===== src/rtl/msg_tx_pkg.sv =====
package msg_tx_pkg;

    localparam int DATA_W   = 8;
    localparam int MSG_LEN  = 6;
    localparam int IDX_W    = $clog2(MSG_LEN);
    localparam int LEFT_W   = $clog2(DATA_W + 2);
    localparam int LED_W    = 4;

    typedef enum logic [1:0] {
        SEQ_IDLE  = 2'd0,
        SEQ_SEND  = 2'd1,
        SEQ_DRAIN = 2'd2
    } seq_state_t;

    typedef struct packed {
        logic              active;
        logic [LEFT_W-1:0] left;
        logic [DATA_W:0]   bits;   // data bits then stop bit, LSB sent first
    } ser_state_t;

    function automatic logic [DATA_W-1:0] msg_char(input logic [IDX_W-1:0] i);
        case (i)
            3'd0:    msg_char = 8'h54;
            3'd1:    msg_char = 8'h45;
            3'd2:    msg_char = 8'h53;
            3'd3:    msg_char = 8'h54;
            3'd4:    msg_char = 8'h0D;
            default: msg_char = 8'h0A;
        endcase
    endfunction

endpackage


===== src/rtl/btn_sync.sv =====
module btn_sync #(
    parameter int STAGES = 2
) (
    input  logic clk,
    input  logic rst,
    input  logic btn_raw,
    output logic press
);
    logic [STAGES-1:0] chain;
    logic              last_lvl;

    always_ff @(posedge clk) begin
        if (rst) begin
            chain    <= '0;
            last_lvl <= 1'b0;
        end else begin
            chain    <= {chain[STAGES-2:0], btn_raw};
            last_lvl <= chain[STAGES-1];
        end
    end

    assign press = chain[STAGES-1] & ~last_lvl;
endmodule


===== src/rtl/baud_accum.sv =====
module baud_accum #(
    parameter int CLK_HZ  = 100_000_000,
    parameter int BAUD_HZ = 115_200,
    localparam int ACC_W  = $clog2(CLK_HZ) + 1
) (
    input  logic             clk,
    input  logic             rst,
    output logic             tick,
    output logic [ACC_W-1:0] acc_o
);
    localparam logic [ACC_W-1:0] STEP_DN = ACC_W'(BAUD_HZ);
    localparam logic [ACC_W-1:0] STEP_UP = ACC_W'(CLK_HZ - BAUD_HZ);

    logic [ACC_W-1:0] acc;

    always_ff @(posedge clk) begin
        if (rst) begin
            acc  <= '0;
            tick <= 1'b0;
        end else if (acc < STEP_DN) begin
            acc  <= acc + STEP_UP;
            tick <= 1'b1;
        end else begin
            acc  <= acc - STEP_DN;
            tick <= 1'b0;
        end
    end

    assign acc_o = acc;
endmodule


===== src/rtl/uart_ser.sv =====
module uart_ser
    import msg_tx_pkg::*;
(
    input  logic              clk,
    input  logic              rst,
    input  logic              tick,
    input  logic              avail,
    input  logic [DATA_W-1:0] data,
    output logic              take,
    output logic              busy,
    output logic              tx
);
    localparam logic [LEFT_W-1:0] LOAD_LEFT = LEFT_W'(DATA_W + 1);

    ser_state_t st;
    logic       frame_free;

    assign frame_free = !st.active || (st.left == '0);
    assign take       = tick && frame_free && avail;
    assign busy       = st.active;

    always_ff @(posedge clk) begin
        if (rst) begin
            st.active <= 1'b0;
            st.left   <= '0;
            st.bits   <= '1;
            tx        <= 1'b1;
        end else if (tick) begin
            if (frame_free) begin
                if (avail) begin
                    tx        <= 1'b0;
                    st.bits   <= {1'b1, data};
                    st.left   <= LOAD_LEFT;
                    st.active <= 1'b1;
                end else begin
                    tx        <= 1'b1;
                    st.active <= 1'b0;
                end
            end else begin
                tx      <= st.bits[0];
                st.bits <= {1'b1, st.bits[DATA_W:1]};
                st.left <= st.left - 1'b1;
            end
        end
    end
endmodule


===== src/rtl/msg_seq.sv =====
module msg_seq
    import msg_tx_pkg::*;
(
    input  logic              clk,
    input  logic              rst,
    input  logic              press,
    input  logic              take,
    input  logic              ser_busy,
    output logic              avail,
    output logic [DATA_W-1:0] data,
    output seq_state_t        state,
    output logic [IDX_W-1:0]  idx,
    output logic [LED_W-1:0]  done_cnt
);
    localparam logic [IDX_W-1:0] LAST = IDX_W'(MSG_LEN - 1);

    assign avail = (state == SEQ_SEND);
    assign data  = msg_char(idx);

    always_ff @(posedge clk) begin
        if (rst) begin
            state    <= SEQ_IDLE;
            idx      <= '0;
            done_cnt <= '0;
        end else begin
            case (state)
                SEQ_IDLE: if (press) begin
                    state <= SEQ_SEND;
                    idx   <= '0;
                end
                SEQ_SEND: if (take) begin
                    if (idx == LAST) state <= SEQ_DRAIN;
                    else             idx   <= idx + 1'b1;
                end
                SEQ_DRAIN: if (!ser_busy) begin
                    state    <= SEQ_IDLE;
                    done_cnt <= done_cnt + 1'b1;
                end
                default: state <= SEQ_IDLE;
            endcase
        end
    end
endmodule


===== src/rtl/btn_msg_uart_tx.sv =====
module btn_msg_uart_tx
    import msg_tx_pkg::*;
#(
    parameter int CLK_HZ      = 100_000_000,
    parameter int BAUD_HZ     = 115_200,
    parameter int SYNC_STAGES = 2,
    localparam int ACC_W      = $clog2(CLK_HZ) + 1
) (
    input  logic       clk,
    input  logic       rst,
    input  logic       btn_raw,
    output logic       tx,
    output logic [3:0] led
);
    logic              press;
    logic              baud_tick;
    logic [ACC_W-1:0]  acc_val;
    logic              ser_take;
    logic              ser_busy;
    logic              seq_avail;
    logic [DATA_W-1:0] seq_data;
    seq_state_t        seq_state;
    logic [IDX_W-1:0]  char_idx;

    btn_sync #(.STAGES(SYNC_STAGES)) u_sync (
        .clk(clk), .rst(rst), .btn_raw(btn_raw), .press(press)
    );

    baud_accum #(.CLK_HZ(CLK_HZ), .BAUD_HZ(BAUD_HZ)) u_baud (
        .clk(clk), .rst(rst), .tick(baud_tick), .acc_o(acc_val)
    );

    msg_seq u_seq (
        .clk(clk), .rst(rst), .press(press), .take(ser_take),
        .ser_busy(ser_busy), .avail(seq_avail), .data(seq_data),
        .state(seq_state), .idx(char_idx), .done_cnt(led)
    );

    uart_ser u_ser (
        .clk(clk), .rst(rst), .tick(baud_tick), .avail(seq_avail),
        .data(seq_data), .take(ser_take), .busy(ser_busy), .tx(tx)
    );
endmodule


===== config.mk =====
export PLATFORM = sky130hd
export DESIGN_NAME = btn_msg_uart_tx
export DESIGN_NICKNAME = d
export VERILOG_FILES = /design/src/rtl/msg_tx_pkg.sv /design/src/rtl/btn_sync.sv /design/src/rtl/baud_accum.sv /design/src/rtl/uart_ser.sv /design/src/rtl/msg_seq.sv /design/src/rtl/btn_msg_uart_tx.sv
export SDC_FILE = /design/constraint.sdc
export NUM_CORES = 1
export LEC_CHECK = 0
export ABC_AREA = 1
export BUFFER_PORTS_ARGS = -buffer_cell sky130_fd_sc_hd__buf_2
export CAP_MARGIN = 20
export CORE_UTILIZATION = 60
export CTS_CLUSTER_SIZE = 28
export DETAILED_ROUTE_END_ITERATION = 16
export GPL_TIMING_DRIVEN = 1
export PLACE_DENSITY = 0.74
export SYNTH_ARGS = -nofsm -noshare
export SYNTH_HDL_FRONTEND = slang
export SYNTH_SLANG_ARGS = --single-unit

===== constraint.sdc =====
create_clock -name clk -period 3.4 [get_ports clk]
set_input_delay 0.34 -clock clk [delete_from_list [all_inputs] [get_ports clk]]
set_output_delay 0.34 -clock clk [all_outputs]
set_load 0.005 [all_outputs]

==> results of run 1 <==
-- layout by cell type (no fill, tap or decap), types with 4 or more instances in the layout --
master,netlist,routed
sky130_fd_sc_hd__nand2_1,109,109
sky130_fd_sc_hd__inv_1,49,49
sky130_fd_sc_hd__dfxtp_1,47,47
sky130_fd_sc_hd__nor2_1,42,42
sky130_fd_sc_hd__nand3_1,35,35
sky130_fd_sc_hd__a21oi_1,18,18
sky130_fd_sc_hd__o21ai_0,12,12
sky130_fd_sc_hd__xor2_1,9,9
sky130_fd_sc_hd__ha_1,9,9
sky130_fd_sc_hd__nand2_2,7,7
sky130_fd_sc_hd__buf_2,0,7
sky130_fd_sc_hd__a21oi_2,6,6
sky130_fd_sc_hd__clkbuf_8,0,6
sky130_fd_sc_hd__nand4_1,5,5
sky130_fd_sc_hd__nor2_4,4,4
sky130_fd_sc_hd__nor2_2,4,4
-- registers in the layout, summed over array words and instances, names as in the netlist --
register,flops
u_ser.busy,1
u_seq.state,2
u_seq.idx,3
u_sync.chain,2
u_ser.tx,1
u_baud.acc_o,20
u_seq.done_cnt,4
u_baud.tick,1
u_sync.last_lvl,1
u_ser.st,12
-- routing by layer --
layer | up-vias | share of wire, %
li1 | 1227 | -
met1 | 994 | 53
met2 | 44 | 41
met3 | 9 | 4.3
met5 | - | 0
met4 | 0 | 1.6
-- where the power goes --
group	leakage, nW	internal (W)	switching (W)
logic	0.858	0.000375	0.000653
registers	0.384	0.000673	0.000115
clock network	0.0474	0.000166	0.000203
total	1.29	0.00121	0.000971
-- cells in the mapped netlist --
cell type,count,area [um2]
sky130_fd_sc_hd__nand2_1,109,409
sky130_fd_sc_hd__inv_1,49,184
sky130_fd_sc_hd__dfxtp_1,47,941
sky130_fd_sc_hd__nor2_1,42,158
sky130_fd_sc_hd__nand3_1,35,175
sky130_fd_sc_hd__a21oi_1,18,90.1
sky130_fd_sc_hd__o21ai_0,12,60.1
sky130_fd_sc_hd__ha_1,9,113
sky130_fd_sc_hd__xor2_1,9,78.8
sky130_fd_sc_hd__nand2_2,7,43.8
sky130_fd_sc_hd__a21oi_2,6,52.6
sky130_fd_sc_hd__clkbuf_1,5,18.8
sky130_fd_sc_hd__nand4_1,5,31.3
sky130_fd_sc_hd__nor2_2,4,25.0
sky130_fd_sc_hd__nor2_4,4,45.0
sky130_fd_sc_hd__buf_4,2,15.0
sky130_fd_sc_hd__inv_2,2,7.51
sky130_fd_sc_hd__nand3_2,2,20.0
sky130_fd_sc_hd__nand3_4,2,35.0
sky130_fd_sc_hd__nand3b_1,2,15.0
sky130_fd_sc_hd__nor3_1,2,10.0
sky130_fd_sc_hd__o211ai_1,2,15.0
sky130_fd_sc_hd__or2_2,2,12.5
sky130_fd_sc_hd__a21o_1,1,7.51
sky130_fd_sc_hd__buf_6,1,11.3
sky130_fd_sc_hd__buf_8,1,15.0
sky130_fd_sc_hd__nor3_2,1,10.0
sky130_fd_sc_hd__nor3b_1,1,7.51
sky130_fd_sc_hd__o21bai_1,1,7.51
sky130_fd_sc_hd__o311ai_0,1,8.76
sky130_fd_sc_hd__or2_0,1,6.26
sky130_fd_sc_hd__xnor2_1,1,8.76
-- area by class of cell --
| type | count | area (um2) |
|---|---|---|
| clock buffers | 6 | 82.6 |
| clock inverters | 2 | 16.3 |
| fillers | 389 | 1330 |
| inverters | 51 | 191 |
| multi-input cells | 279 | 1450 |
| flip-flops and latches | 47 | 941 |
| well taps | 50 | 62.6 |
| repair buffers | 8 | 42.5 |
-- cell families after synthesis --
family,count (synthesis),synth area share (%)
xor gates and xnor gates,10,3.32
and+or+nand+nor,219,38.0
adders and majority gates,9,4.27
AOI/OAI and AO/OA,41,9.16
DFF,47,35.7
buffers and inverters,60,9.54
-- path summary, 6_finish.rpt --
| check | startpoint | to | slack (ns) | depth (start not counted) |
|---|---|---|---|---|
| worst max-delay path | u_baud.acc_o[9]$_SDFF_PP0_ | u_baud.acc_o[23]$_SDFF_PP0_ | 1.65 | 9 |
| worst min-delay path | btn_raw | u_sync.chain[0]$_SDFF_PP0_ | 0.23 | 3 |
| worst max register to register | u_baud.acc_o[9]$_SDFF_PP0_ | u_baud.acc_o[23]$_SDFF_PP0_ | 1.65 | 9 |
| worst min register to register | u_sync.chain[0]$_SDFF_PP0_ | u_sync.chain[1]$_SDFF_PP0_ | 0.42 | 2 |
-- tightest hold or removal path, stage by stage --
cell and delay (ns):
sky130_fd_sc_hd__buf_2 0.09, sky130_fd_sc_hd__inv_1 0.04, sky130_fd_sc_hd__nor2_1 0.03
-- stage by stage --
step	cell area [um2]	instances
after floorplan	2640	386
final	2780	443
after detailed placement	2680	435
after global routing	2780	443
after CTS	2780	443
after global placement	2680	435
==> flow_summary.html, run 1 <==
<table>
<tr><th>Metric</th><th>Value</th></tr>
<tr><th colspan="2">Route</th></tr>
<tr><td>First-pass iteration count of the detailed router</td><td>4</td></tr>
<tr><td>DR DRC count</td><td>0</td></tr>
<tr><td>Post-detailed-routing wire length</td><td>between 5000 and 6000 um</td></tr>
<tr><td>Ratio of routed vias to standard cells</td><td>5.13</td></tr>
<tr><td>Per-cell routed wire length</td><td>around 11 um</td></tr>
<tr><td>Number of vias after detailed routing</td><td>between 2,000 and 2,500</td></tr>
<tr><td>Initial detailed-routing violation count</td><td>about 150</td></tr>
<tr><td>Count of nets left with antenna violations after detail routing</td><td>0</td></tr>
<tr><th colspan="2">Final layout</th></tr>
<tr><td>Fraction of the core area covered by cells at the end of the flow</td><td>between 60% and 70%</td></tr>
<tr><td>Final nets</td><td>just over 400</td></tr>
<tr><td>Fraction of layout cells with a size suffix above 1</td><td>a little under an eighth</td></tr>
<tr><td>Area Overhead vs Synth</td><td>5.46%</td></tr>
<tr><td>Number of inserted diodes</td><td>0</td></tr>
<tr><th colspan="2">Worst setup path</th></tr>
<tr><td>Biggest cell delay along the critical path</td><td>0.45 ns</td></tr>
<tr><td>CP delay by family, top</td><td>simple AND/OR/NAND/NOR gates</td></tr>
<tr><td>Crit path buffers/inverters</td><td>2</td></tr>
<tr><td>Signal arrival time at the worst endpoint</td><td>between 1.5 and 2 ns</td></tr>
<tr><td>Startpoint types</td><td>register</td></tr>
<tr><td>Kind of critical path</td><td>reg -&gt; reg</td></tr>
<tr><td>Required @ worst endpoint</td><td>~3.6 ns</td></tr>
<tr><td>Capturing element type of the critical path</td><td>register</td></tr>
<tr><td>Crit-path max FO</td><td>11</td></tr>
<tr><td>Critical-path cell list</td><td>inv_1 -&gt; ha_1 -&gt; nand2_2 -&gt; a21oi_2 -&gt; nand2_1 -&gt; nand2_1 -&gt; nand3_1 -&gt; nand2_1 -&gt; inv_1</td></tr>
<tr><td>Slowest stage cell on the critical path</td><td>sky130_fd_sc_hd__a21oi_2</td></tr>
<tr><td>Most frequent cell on the critical path</td><td>sky130_fd_sc_hd__nand2_1</td></tr>
<tr><th colspan="2">Timing</th></tr>
<tr><td>Final setup vio count</td><td>0</td></tr>
<tr><td>Count of final max-slew check failures</td><td>0</td></tr>
<tr><td>Setup_tns</td><td>0 ns</td></tr>
<tr><td>Final worst slack</td><td>around 1.7 ns</td></tr>
<tr><td>F_max</td><td>573 MHz</td></tr>
<tr><td>Final clock period utilization by the worst path</td><td>between 50% and 60%</td></tr>
<tr><td>Slew of the pin with the lowest slew margin</td><td>0.679 ns</td></tr>
<tr><td>RSZ-0062 raised after global routing</td><td>false</td></tr>
<tr><td>Tmin final</td><td>about 1.7 ns</td></tr>
<tr><td>Worst max-slew margin expressed relative to the limit</td><td>between 50% and 60%</td></tr>
<tr><td>Number of hold violations in the final report</td><td>0</td></tr>
<tr><td>Post-Route Hold Slack</td><td>0.232 ns</td></tr>
<tr><td>Clock Skew</td><td>0.00524 ns</td></tr>
<tr><th colspan="2">Synthesis</th></tr>
<tr><td>Flip-flop and latch count after synthesis</td><td>47</td></tr>
<tr><td>Number of distinct standard cells referenced by the synthesized netlist</td><td>32</td></tr>
<tr><td>Syn Inst Count</td><td>between 300 and 400</td></tr>
<tr><td>Portion of the post-synthesis area used by sequential elements</td><td>a little over a third</td></tr>
<tr><td>Yosys synthesis warning count</td><td>0</td></tr>
<tr><td>Post-synthesis cell area</td><td>about 0.0026 mm2</td></tr>
<tr><td>Net count after synthesis</td><td>roughly 400</td></tr>
<tr><td>Average cell area after synthesis</td><td>slightly below 7 um2</td></tr>
<tr><th colspan="2">Pwr</th></tr>
<tr><td>Final Power</td><td>between 0.002 and 0.0025 W</td></tr>
<tr><td>Static power due to leakage</td><td>about 1.3 nW</td></tr>
<tr><td>Power density normalized to cell area</td><td>about 790 mW/mm2</td></tr>
<tr><td>Maximum vdd ir drop</td><td>~530 uV</td></tr>
<tr><th colspan="2">Clock tree</th></tr>
<tr><td>CTS tree</td><td>built</td></tr>
<tr><td>Number of setup buffers added after CTS</td><td>0</td></tr>
<tr><td>PostCTS Resize Cnt</td><td>0</td></tr>
<tr><td>Clk sink count</td><td>47</td></tr>
<tr><td>Number of buffers created by CTS</td><td>5</td></tr>
<tr><td>Quantity of hold-fixing buffers added after cts</td><td>0</td></tr>
<tr><td>CTS max path bufs</td><td>2</td></tr>
<tr><td>Worst-path clk slew</td><td>~0.1 ns</td></tr>
<tr><td>Number of H-tree levels</td><td>2</td></tr>
<tr><td>Source-to-sink clock delay at the later pin of the worst-skew pair</td><td>0.31 ns</td></tr>
<tr><td>Root buf cell</td><td>sky130_fd_sc_hd__clkbuf_8</td></tr>
<tr><th colspan="2">Flow run</th></tr>
<tr><td>Max-cap violations</td><td>0</td></tr>
<tr><th colspan="2">Floorplan</th></tr>
<tr><td>DIE WIDTH</td><td>68.3 um</td></tr>
<tr><td>Full die area</td><td>between 0.004 and 0.005 mm2</td></tr>
<tr><td>Cell Rows</td><td>23</td></tr>
<tr><td>Starting density of the core</td><td>64.1%</td></tr>
<tr><td>Io pins</td><td>8</td></tr>
<tr><td>Placeable core area</td><td>around 0.004 mm2</td></tr>
<tr><td>Die Y</td><td>68.3 um</td></tr>
<tr><th colspan="2">Global routing</th></tr>
<tr><td>Wire length of the first global-routing pass</td><td>slightly above 8000 um</td></tr>
<tr><td>Met1 track demand over resource</td><td>33.6%</td></tr>
<tr><td>Global-route met2 utilization</td><td>between 30% and 40%</td></tr>
<tr><td>Total global routing overflow</td><td>0</td></tr>
<tr><td>Routing layer with the top usage in global route</td><td>met2</td></tr>
<tr><td>Global-route total usage across every layer</td><td>a little under a quarter</td></tr>
<tr><td>Initial antenna violation count</td><td>0</td></tr>
<tr><td>Routing usage on met3</td><td>about 5.0%</td></tr>
<tr><td>Pin count of the biggest net entering global routing</td><td>26</td></tr>
<tr><td>Number of global-route vias before repair</td><td>between 1,500 and 2,000</td></tr>
<tr><th colspan="2">Placement</th></tr>
<tr><td>Half-perimeter wire length after placement</td><td>around 3500 um</td></tr>
<tr><td>Pre-CTS setup slack</td><td>roughly 1.6 ns</td></tr>
<tr><td>Total of buffers placed on input and output ports</td><td>7</td></tr>
<tr><td>Final RePlAce weighted congestion</td><td>roughly 0.82</td></tr>
<tr><th colspan="2">Worst hold path</th></tr>
<tr><td>Path type of the worst min-delay path</td><td>in -&gt; reg</td></tr>
<tr><th colspan="2">Outcome</th></tr>
<tr><td>Run status</td><td>finished, final reports clean</td></tr>
</table>
(Power assumes the default switching activity.)
==> run 2, diff against run 1 <==
CORE_UTILIZATION = 56   (was 60)
PLACE_DENSITY = 0.73   (was 0.74)
clock period = 1.5 ns   (was 3.4 ns; I/O delays follow)
==> flow_summary.html, run 2 (synthesis results as in run 1) <==
<table>
<tr><th>Metric</th><th>Value</th></tr>
<tr><th colspan="2">Outcome</th></tr>
<tr><td>Run status</td><td>finished, final reports clean</td></tr>
<tr><th colspan="2">Timing</th></tr>
<tr><td>Final setup vio count</td><td>0</td></tr>
<tr><td>Count of final max-slew check failures</td><td>0</td></tr>
<tr><td>Final clock period utilization by the worst path</td><td>94.9%</td></tr>
<tr><td>Post-Route Hold Slack</td><td>about 0.037 ns</td></tr>
<tr><td>Tmin final</td><td>around 1.4 ns</td></tr>
<tr><td>Slew of the pin with the lowest slew margin</td><td>between 0.3 and 0.4 ns</td></tr>
<tr><td>Worst max-slew margin expressed relative to the limit</td><td>between 70% and 80%</td></tr>
<tr><td>Clock Skew</td><td>about 0.0098 ns</td></tr>
<tr><td>Number of hold violations in the final report</td><td>0</td></tr>
<tr><td>F_max</td><td>between 700 and 800 MHz</td></tr>
<tr><th colspan="2">Worst setup path</th></tr>
<tr><td>Capturing element type of the critical path</td><td>register</td></tr>
<tr><td>Required @ worst endpoint</td><td>between 1.5 and 2 ns</td></tr>
<tr><td>Crit-path max FO</td><td>11</td></tr>
<tr><td>Worst flop-to-flop path endpoint</td><td>u_baud.acc_o[23]$_SDFF_PP0_</td></tr>
<tr><td>R2R setup slack</td><td>roughly 0.076 ns</td></tr>
<tr><td>Signal arrival time at the worst endpoint</td><td>between 1.5 and 2 ns</td></tr>
<tr><td>Kind of critical path</td><td>reg -&gt; reg</td></tr>
<tr><td>Startpoint types</td><td>register</td></tr>
<tr><td>Reg-to-reg critical path startpoint</td><td>u_baud.acc_o[10]$_SDFF_PP0_</td></tr>
<tr><td>Reg2Reg Depth</td><td>10</td></tr>
<tr><th colspan="2">Route</th></tr>
<tr><td>Per-cell routed wire length</td><td>12.1 um</td></tr>
<tr><td>Ratio of routed vias to standard cells</td><td>5.12</td></tr>
<tr><td>Initial detailed-routing violation count</td><td>134</td></tr>
<tr><td>First-pass iteration count of the detailed router</td><td>4</td></tr>
<tr><td>Count of nets left with antenna violations after detail routing</td><td>0</td></tr>
<tr><td>Number of vias after detailed routing</td><td>2,369</td></tr>
<tr><td>DR DRC count</td><td>0</td></tr>
<tr><td>Post-detailed-routing wire length</td><td>between 5000 and 6000 um</td></tr>
<tr><th colspan="2">Floorplan</th></tr>
<tr><td>Starting density of the core</td><td>around 59%</td></tr>
<tr><td>DIE WIDTH</td><td>70.6 um</td></tr>
<tr><td>Cell Rows</td><td>24</td></tr>
<tr><td>Die Y</td><td>about 70 um</td></tr>
<tr><td>Placeable core area</td><td>between 0.004 and 0.005 mm2</td></tr>
<tr><td>Full die area</td><td>0.00499 mm2</td></tr>
<tr><td>Io pins</td><td>8</td></tr>
<tr><th colspan="2">Final layout</th></tr>
<tr><td>Area Overhead vs Synth</td><td>15.3%</td></tr>
<tr><td>Most used cells in the layout excluding fill and tap cells</td><td>105 x sky130_fd_sc_hd__nand2_1, 43 x sky130_fd_sc_hd__inv_1, 42 x sky130_fd_sc_hd__dfxtp_1</td></tr>
<tr><td>Number of inserted diodes</td><td>0</td></tr>
<tr><td>Final nets</td><td>approximately 420</td></tr>
<tr><td>Fraction of layout cells with a size suffix above 1</td><td>between 20 and 25%</td></tr>
<tr><td>Filler instances</td><td>between 300 and 400</td></tr>
<tr><td>Flip-flop count of the largest register after layout</td><td>20</td></tr>
<tr><td>Number of cells in the finished layout apart from fillers</td><td>about 460</td></tr>
<tr><td>Most common library cell in the layout ignoring fill and taps</td><td>sky130_fd_sc_hd__nand2_1</td></tr>
<tr><th colspan="2">Clock tree</th></tr>
<tr><td>Source-to-sink clock delay at the later pin of the worst-skew pair</td><td>around 0.32 ns</td></tr>
<tr><td>CTS max path bufs</td><td>2</td></tr>
<tr><td>Quantity of hold-fixing buffers added after cts</td><td>0</td></tr>
<tr><td>Worst-path clk slew</td><td>around 0.10 ns</td></tr>
<tr><td>Number of buffers created by CTS</td><td>5</td></tr>
<tr><td>Number of H-tree levels</td><td>2</td></tr>
<tr><td>Root buf cell</td><td>sky130_fd_sc_hd__clkbuf_8</td></tr>
<tr><td>CTS tree</td><td>built</td></tr>
<tr><td>Clk sink count</td><td>47</td></tr>
<tr><th colspan="2">Worst hold path</th></tr>
<tr><td>Instance count along the most critical hold path</td><td>3</td></tr>
<tr><td>End of the worst hold path</td><td>u_sync.chain[0]$_SDFF_PP0_</td></tr>
<tr><td>HP Start</td><td>btn_raw</td></tr>
<tr><td>Path type of the worst min-delay path</td><td>in -&gt; reg</td></tr>
<tr><th colspan="2">Pwr</th></tr>
<tr><td>Maximum vdd ir drop</td><td>962 uV</td></tr>
<tr><td>Power density normalized to cell area</td><td>1750 mW/mm2</td></tr>
<tr><td>Static power due to leakage</td><td>~1.4 nW</td></tr>
<tr><td>Final Power</td><td>about 0.0053 W</td></tr>
<tr><th colspan="2">Placement</th></tr>
<tr><td>Total of buffers placed on input and output ports</td><td>7</td></tr>
<tr><td>Final RePlAce weighted congestion</td><td>between 0.8 and 0.9</td></tr>
<tr><td>Placed Cells</td><td>between 400 and 500</td></tr>
<tr><td>Half-perimeter wire length after placement</td><td>approximately 3900 um</td></tr>
<tr><th colspan="2">Global routing</th></tr>
<tr><td>Global-route total usage across every layer</td><td>about a quarter</td></tr>
<tr><td>Initial antenna violation count</td><td>0</td></tr>
<tr><td>Pin count of the biggest net entering global routing</td><td>25</td></tr>
<tr><td>Total global routing overflow</td><td>0</td></tr>
<tr><td>Number of global-route vias before repair</td><td>~2,100</td></tr>
<tr><td>Wire length of the first global-routing pass</td><td>between 9000 and 10,000 um</td></tr>
<tr><th colspan="2">Flow run</th></tr>
<tr><td>Max-cap violations</td><td>0</td></tr>
</table>
## run 2: cell count changes in the layout (fill, tap and decap cells not counted), moves of 3 or more
cell	change
sky130_fd_sc_hd__buf_4	+14
sky130_fd_sc_hd__inv_1	-6
sky130_fd_sc_hd__inv_2	+6
sky130_fd_sc_hd__nor2_1	-6
sky130_fd_sc_hd__dfxtp_1	-5
sky130_fd_sc_hd__o21ai_0	-5
sky130_fd_sc_hd__o21ai_1	+5
sky130_fd_sc_hd__dfxtp_2	+4
sky130_fd_sc_hd__nand2_1	-4
sky130_fd_sc_hd__nand2_2	+4
sky130_fd_sc_hd__nor2_2	+4
sky130_fd_sc_hd__ha_1	-3
## run 2: area by class of cell
type	instances	area, um2	share of cell area [%]
clock buffer	5	68.8	2.26
multi-input combinational	280	1540	50.6
sequential	47	950	31.2
tap	52	65.1	2.14
inverter	51	191	6.30
timing repair buffer	25	199	6.54
clock inverter	3	27.5	0.905
## run 2: how the worst max path moves through the flow
stage	endpoint	cells past startpoint	slack [ns]	from
floorplan	u_ser.st[0]$_SDFFE_PP1P_	9	0.13	u_ser.st[9]$_SDFFE_PP0P_
CTS	u_ser.st[3]$_SDFFE_PP1P_	9	0.004	u_ser.st[10]$_SDFFE_PP0P_
finish	u_baud.acc_o[23]$_SDFF_PP0_	10	0.08	u_baud.acc_o[10]$_SDFF_PP0_
global placement	u_seq.idx[1]$_SDFFE_PP0P_	8	0.07	u_ser.st[10]$_SDFFE_PP0P_
global route	u_baud.acc_o[23]$_SDFF_PP0_	10	-0.01	u_baud.acc_o[10]$_SDFF_PP0_
detailed placement	u_ser.st[6]$_SDFFE_PP1P_	7	-0.02	u_seq.idx[0]$_SDFFE_PP0P_
## run 2: critical path: stages (launching register included)
cell	delay (ns)
sky130_fd_sc_hd__dfxtp_1	0.35
sky130_fd_sc_hd__inv_1	0.10
sky130_fd_sc_hd__ha_2	0.21
sky130_fd_sc_hd__nand2_2	0.08
sky130_fd_sc_hd__a21oi_4	0.17
sky130_fd_sc_hd__buf_12	0.14
sky130_fd_sc_hd__nand2_1	0.06
sky130_fd_sc_hd__nand2_1	0.06
sky130_fd_sc_hd__nand3_1	0.06
sky130_fd_sc_hd__nand2_1	0.06
sky130_fd_sc_hd__inv_1	0.04
## run 2: power breakdown
part           switching [W]  total (W)  internal, W
Sequential          0.000254    0.00178      0.00153
Combinational        0.00162    0.00270      0.00108
Clock               0.000488   0.000833     0.000346
Total                0.00236    0.00532      0.00295
## run 2: per-stage QoR
step                      TNS (ns)  util [%]  worst slack, ns  cell area, um2
after floorplan                  0         -            0.134            2640
after global placement           0      63.3           0.0684            2820
after detailed placement   -0.0235      63.3          -0.0235            2820
after CTS                        0      66.0          0.00435            2940
after global routing       -0.0198      68.4          -0.0101            3040
final                            0      68.4           0.0764            3040
## run 2: per-layer routing
metal,vias up,wire length (um),part of all wire (%),track usage [%]
li1,1262,-,-,-
met3,6,172,3.1,5.13
met4,0,72,1.3,8.67
met5,-,0,0,0
met1,1069,2760,49,30.7
met2,32,2590,46,38.9
## run 2: what timing repair did
item                                    CTS  global route
pin swaps                                 1             6
gates cloned                              0             2
endpoints found under the setup margin    3            29
buffers inserted                          2             0
resized for setup                         3            39
==> run 3, diff against run 2 <==
CORE_UTILIZATION = 50   (was 56)
HOLD_SLACK_MARGIN = 0.08   (was not set)
PLACE_DENSITY = 0.66   (was 0.73)
==> flow_summary.html, run 3 (synthesis results as in run 1) <==
<table>
<tr><th>Metric</th><th>Value</th></tr>
<tr><th colspan="2">Outcome</th></tr>
<tr><td>Run status</td><td>finished, final reports clean</td></tr>
<tr><th colspan="2">Pwr</th></tr>
<tr><td>Switching share of total power</td><td>between 40% and 50%</td></tr>
<tr><td>Seq pwr share</td><td>32.9%</td></tr>
<tr><td>Maximum vdd ir drop</td><td>1080 uV</td></tr>
<tr><td>Switching power</td><td>between 0.002 and 0.0025 W</td></tr>
<tr><td>Comb pwr share</td><td>51.6%</td></tr>
<tr><td>Clk pwr share</td><td>between 10% and 20%</td></tr>
<tr><td>Cell internal power dissipation</td><td>0.00302 W</td></tr>
<tr><td>Static power due to leakage</td><td>between 1 and 1.5 nW</td></tr>
<tr><td>Final Power</td><td>approximately 0.0054 W</td></tr>
<tr><td>Power density normalized to cell area</td><td>between 1500 and 2000 mW/mm2</td></tr>
<tr><th colspan="2">Worst setup path</th></tr>
<tr><td>CP delay by family, top</td><td>simple AND/OR/NAND/NOR gates</td></tr>
<tr><td>Crit-path max FO</td><td>9</td></tr>
<tr><td>Kind of critical path</td><td>reg -&gt; reg</td></tr>
<tr><td>Critical-path cell list</td><td>nor2_1 -&gt; nand2_1 -&gt; nor2_4 -&gt; buf_4 -&gt; nand3_4 -&gt; nand2_1 -&gt; nand2_1 -&gt; nor2_1</td></tr>
<tr><td>Capturing element type of the critical path</td><td>register</td></tr>
<tr><td>Most frequent cell on the critical path</td><td>sky130_fd_sc_hd__nand2_1</td></tr>
<tr><td>Signal arrival time at the worst endpoint</td><td>about 1.7 ns</td></tr>
<tr><td>Slowest stage cell on the critical path</td><td>sky130_fd_sc_hd__dfxtp_1</td></tr>
<tr><td>Required @ worst endpoint</td><td>approximately 1.7 ns</td></tr>
<tr><td>Startpoint types</td><td>register</td></tr>
<tr><td>Crit path buffers/inverters</td><td>1</td></tr>
<tr><td>Biggest cell delay along the critical path</td><td>between 0.3 and 0.4 ns</td></tr>
<tr><th colspan="2">Global routing</th></tr>
<tr><td>Total global routing overflow</td><td>0</td></tr>
<tr><td>Initial antenna violation count</td><td>0</td></tr>
<tr><td>Wire length of the first global-routing pass</td><td>8760 um</td></tr>
<tr><td>Global-route total usage across every layer</td><td>20.4%</td></tr>
<tr><td>Number of global-route vias before repair</td><td>2,098</td></tr>
<tr><td>Pin count of the biggest net entering global routing</td><td>25</td></tr>
<tr><th colspan="2">Route</th></tr>
<tr><td>DR DRC count</td><td>0</td></tr>
<tr><td>Per-cell routed wire length</td><td>roughly 11 um</td></tr>
<tr><td>Post-detailed-routing wire length</td><td>between 5000 and 6000 um</td></tr>
<tr><td>First-pass iteration count of the detailed router</td><td>4</td></tr>
<tr><td>Ratio of routed vias to standard cells</td><td>4.95</td></tr>
<tr><td>Number of vias after detailed routing</td><td>2,403</td></tr>
<tr><td>Initial detailed-routing violation count</td><td>about 110</td></tr>
<tr><td>Count of nets left with antenna violations after detail routing</td><td>0</td></tr>
<tr><th colspan="2">Timing</th></tr>
<tr><td>Count of final max-slew check failures</td><td>0</td></tr>
<tr><td>Tmin final</td><td>about 1.4 ns</td></tr>
<tr><td>Slew of the pin with the lowest slew margin</td><td>roughly 0.30 ns</td></tr>
<tr><td>Final clock period utilization by the worst path</td><td>a little over nine tenths</td></tr>
<tr><td>Clock Skew</td><td>around 0.0084 ns</td></tr>
<tr><td>Final setup vio count</td><td>0</td></tr>
<tr><td>Number of hold violations in the final report</td><td>0</td></tr>
<tr><td>F_max</td><td>701 MHz</td></tr>
<tr><td>RSZ-0062 raised after global routing</td><td>true</td></tr>
<tr><td>Worst max-slew margin expressed relative to the limit</td><td>about 79%</td></tr>
<tr><td>Setup_tns</td><td>0 ns</td></tr>
<tr><th colspan="2">Floorplan</th></tr>
<tr><td>Placeable core area</td><td>0.00511 mm2</td></tr>
<tr><td>Io pins</td><td>8</td></tr>
<tr><td>Die Y</td><td>74.6 um</td></tr>
<tr><td>Cell Rows</td><td>26</td></tr>
<tr><td>Full die area</td><td>approximately 0.0056 mm2</td></tr>
<tr><td>DIE WIDTH</td><td>between 70 and 80 um</td></tr>
<tr><td>Starting density of the core</td><td>a little over 50%</td></tr>
<tr><th colspan="2">Final layout</th></tr>
<tr><td>Area taken by flip-flops and latches</td><td>about 940 um2</td></tr>
<tr><td>Most used cells in the layout excluding fill and tap cells</td><td>108 x sky130_fd_sc_hd__nand2_1, 46 x sky130_fd_sc_hd__inv_1, 44 x sky130_fd_sc_hd__dfxtp_1</td></tr>
<tr><td>Area Overhead vs Synth</td><td>15.7%</td></tr>
<tr><td>Number of inserted diodes</td><td>0</td></tr>
<tr><td>Number of cells in the finished layout apart from fillers</td><td>a little under 500</td></tr>
<tr><td>Area taken by multi-input logic gates</td><td>0.00152 mm2</td></tr>
<tr><td>Fraction of layout cells with a size suffix above 1</td><td>~20%</td></tr>
<tr><td>Filler instances</td><td>approximately 490</td></tr>
<tr><td>Final nets</td><td>~430</td></tr>
<tr><td>Most common library cell in the layout ignoring fill and taps</td><td>sky130_fd_sc_hd__nand2_1</td></tr>
<tr><td>Flip-flop count of the largest register after layout</td><td>20</td></tr>
<tr><th colspan="2">Flow run</th></tr>
<tr><td>Max-cap violations</td><td>0</td></tr>
<tr><th colspan="2">Placement</th></tr>
<tr><td>Placed Cells</td><td>469</td></tr>
<tr><td>Final RePlAce weighted congestion</td><td>~0.8</td></tr>
<tr><td>Total of buffers placed on input and output ports</td><td>7</td></tr>
<tr><td>Half-perimeter wire length after placement</td><td>between 3000 and 4000 um</td></tr>
<tr><th colspan="2">Worst hold path</th></tr>
<tr><td>Path type of the worst min-delay path</td><td>in -&gt; reg</td></tr>
<tr><th colspan="2">Clock tree</th></tr>
<tr><td>CTS tree</td><td>built</td></tr>
<tr><td>Number of buffers created by CTS</td><td>5</td></tr>
<tr><td>Clk sink count</td><td>47</td></tr>
<tr><td>Number of H-tree levels</td><td>2</td></tr>
<tr><td>Source-to-sink clock delay at the later pin of the worst-skew pair</td><td>slightly above 0.3 ns</td></tr>
<tr><td>Worst-path clk slew</td><td>roughly 0.090 ns</td></tr>
<tr><td>CTS max path bufs</td><td>2</td></tr>
<tr><td>Root buf cell</td><td>sky130_fd_sc_hd__clkbuf_8</td></tr>
</table>
==> run 3: worst paths after layout <==
kind	end	slack (ns)	from	cells past startpoint
min reg2reg	u_sync.chain[1]$_SDFF_PP0_	0.41	u_sync.chain[0]$_SDFF_PP0_	2
min	u_ser.tx$_SDFFE_PP1P_	0.28	rst	4
max reg2reg	u_baud.acc_o[10]$_SDFF_PP0_	0.07	u_baud.acc_o[21]$_SDFF_PP0_	8
max	u_baud.acc_o[10]$_SDFF_PP0_	0.07	u_baud.acc_o[21]$_SDFF_PP0_	8
==> run 3: cell type report <==
cell class	instances	share of cell area, %
multi-input cells	280	49.8
flip-flops and latches	47	30.9
repair buffers	29	6.89
inverters	51	6.27
well taps	70	2.87
clock buffers	6	2.70
clock inverters	2	0.533
==> run 3: per-stage QoR <==
stage               area [um2]  hold WS, ns  setup WS, ns  util (%)
floorplan                 2640        0.257         0.134         -
global placement          2810        0.351        0.0359      55.1
detailed placement        2810        0.358        0.0106      55.1
CTS                       2920        0.282       0.00683      57.2
global route              3050        0.304       -0.0207      59.8
finish                    3050        0.284        0.0727      59.8
==> run 3: metal layers <==
| metal | wire, um | GRT usage [%] | part of all wire [%] | up-vias |
|---|---|---|---|---|
| li1 | - | - | - | 1267 |
| met1 | 2580 | 25.2 | 47 | 1102 |
| met2 | 2730 | 35.3 | 49 | 27 |
| met3 | 171 | 4.02 | 3.1 | 7 |
| met4 | 49 | 6.92 | 0.89 | 0 |
| met5 | 0 | 0 | 0 | - |
==> run 3: tightest hold or removal path, cell delays in order <==
cell	delay, ns
sky130_fd_sc_hd__buf_2	0.08
sky130_fd_sc_hd__inv_1	0.03
sky130_fd_sc_hd__buf_4	0.21
sky130_fd_sc_hd__nand2_1	0.09
==> run 3: timing repair <==
action / in CTS / in global routing
endpoints found under the hold margin: 1 / 0
hold buffers: 1 / 0
endpoints found under the setup margin: 0 / 31
resized for setup: 0 / 25
buffers inserted: 0 / 5
==> run 3: power by group through the flow <==
stage	sequential (W)	combinational [W]	clock, W
after floorplan	0.00174	0.00207	0
after global placement	0.00178	0.00244	0
after detailed placement	0.00178	0.00250	0
after CTS	0.00176	0.00251	0.000864
after global routing	0.00182	0.00317	0.000910
final	0.00178	0.00279	0.000841
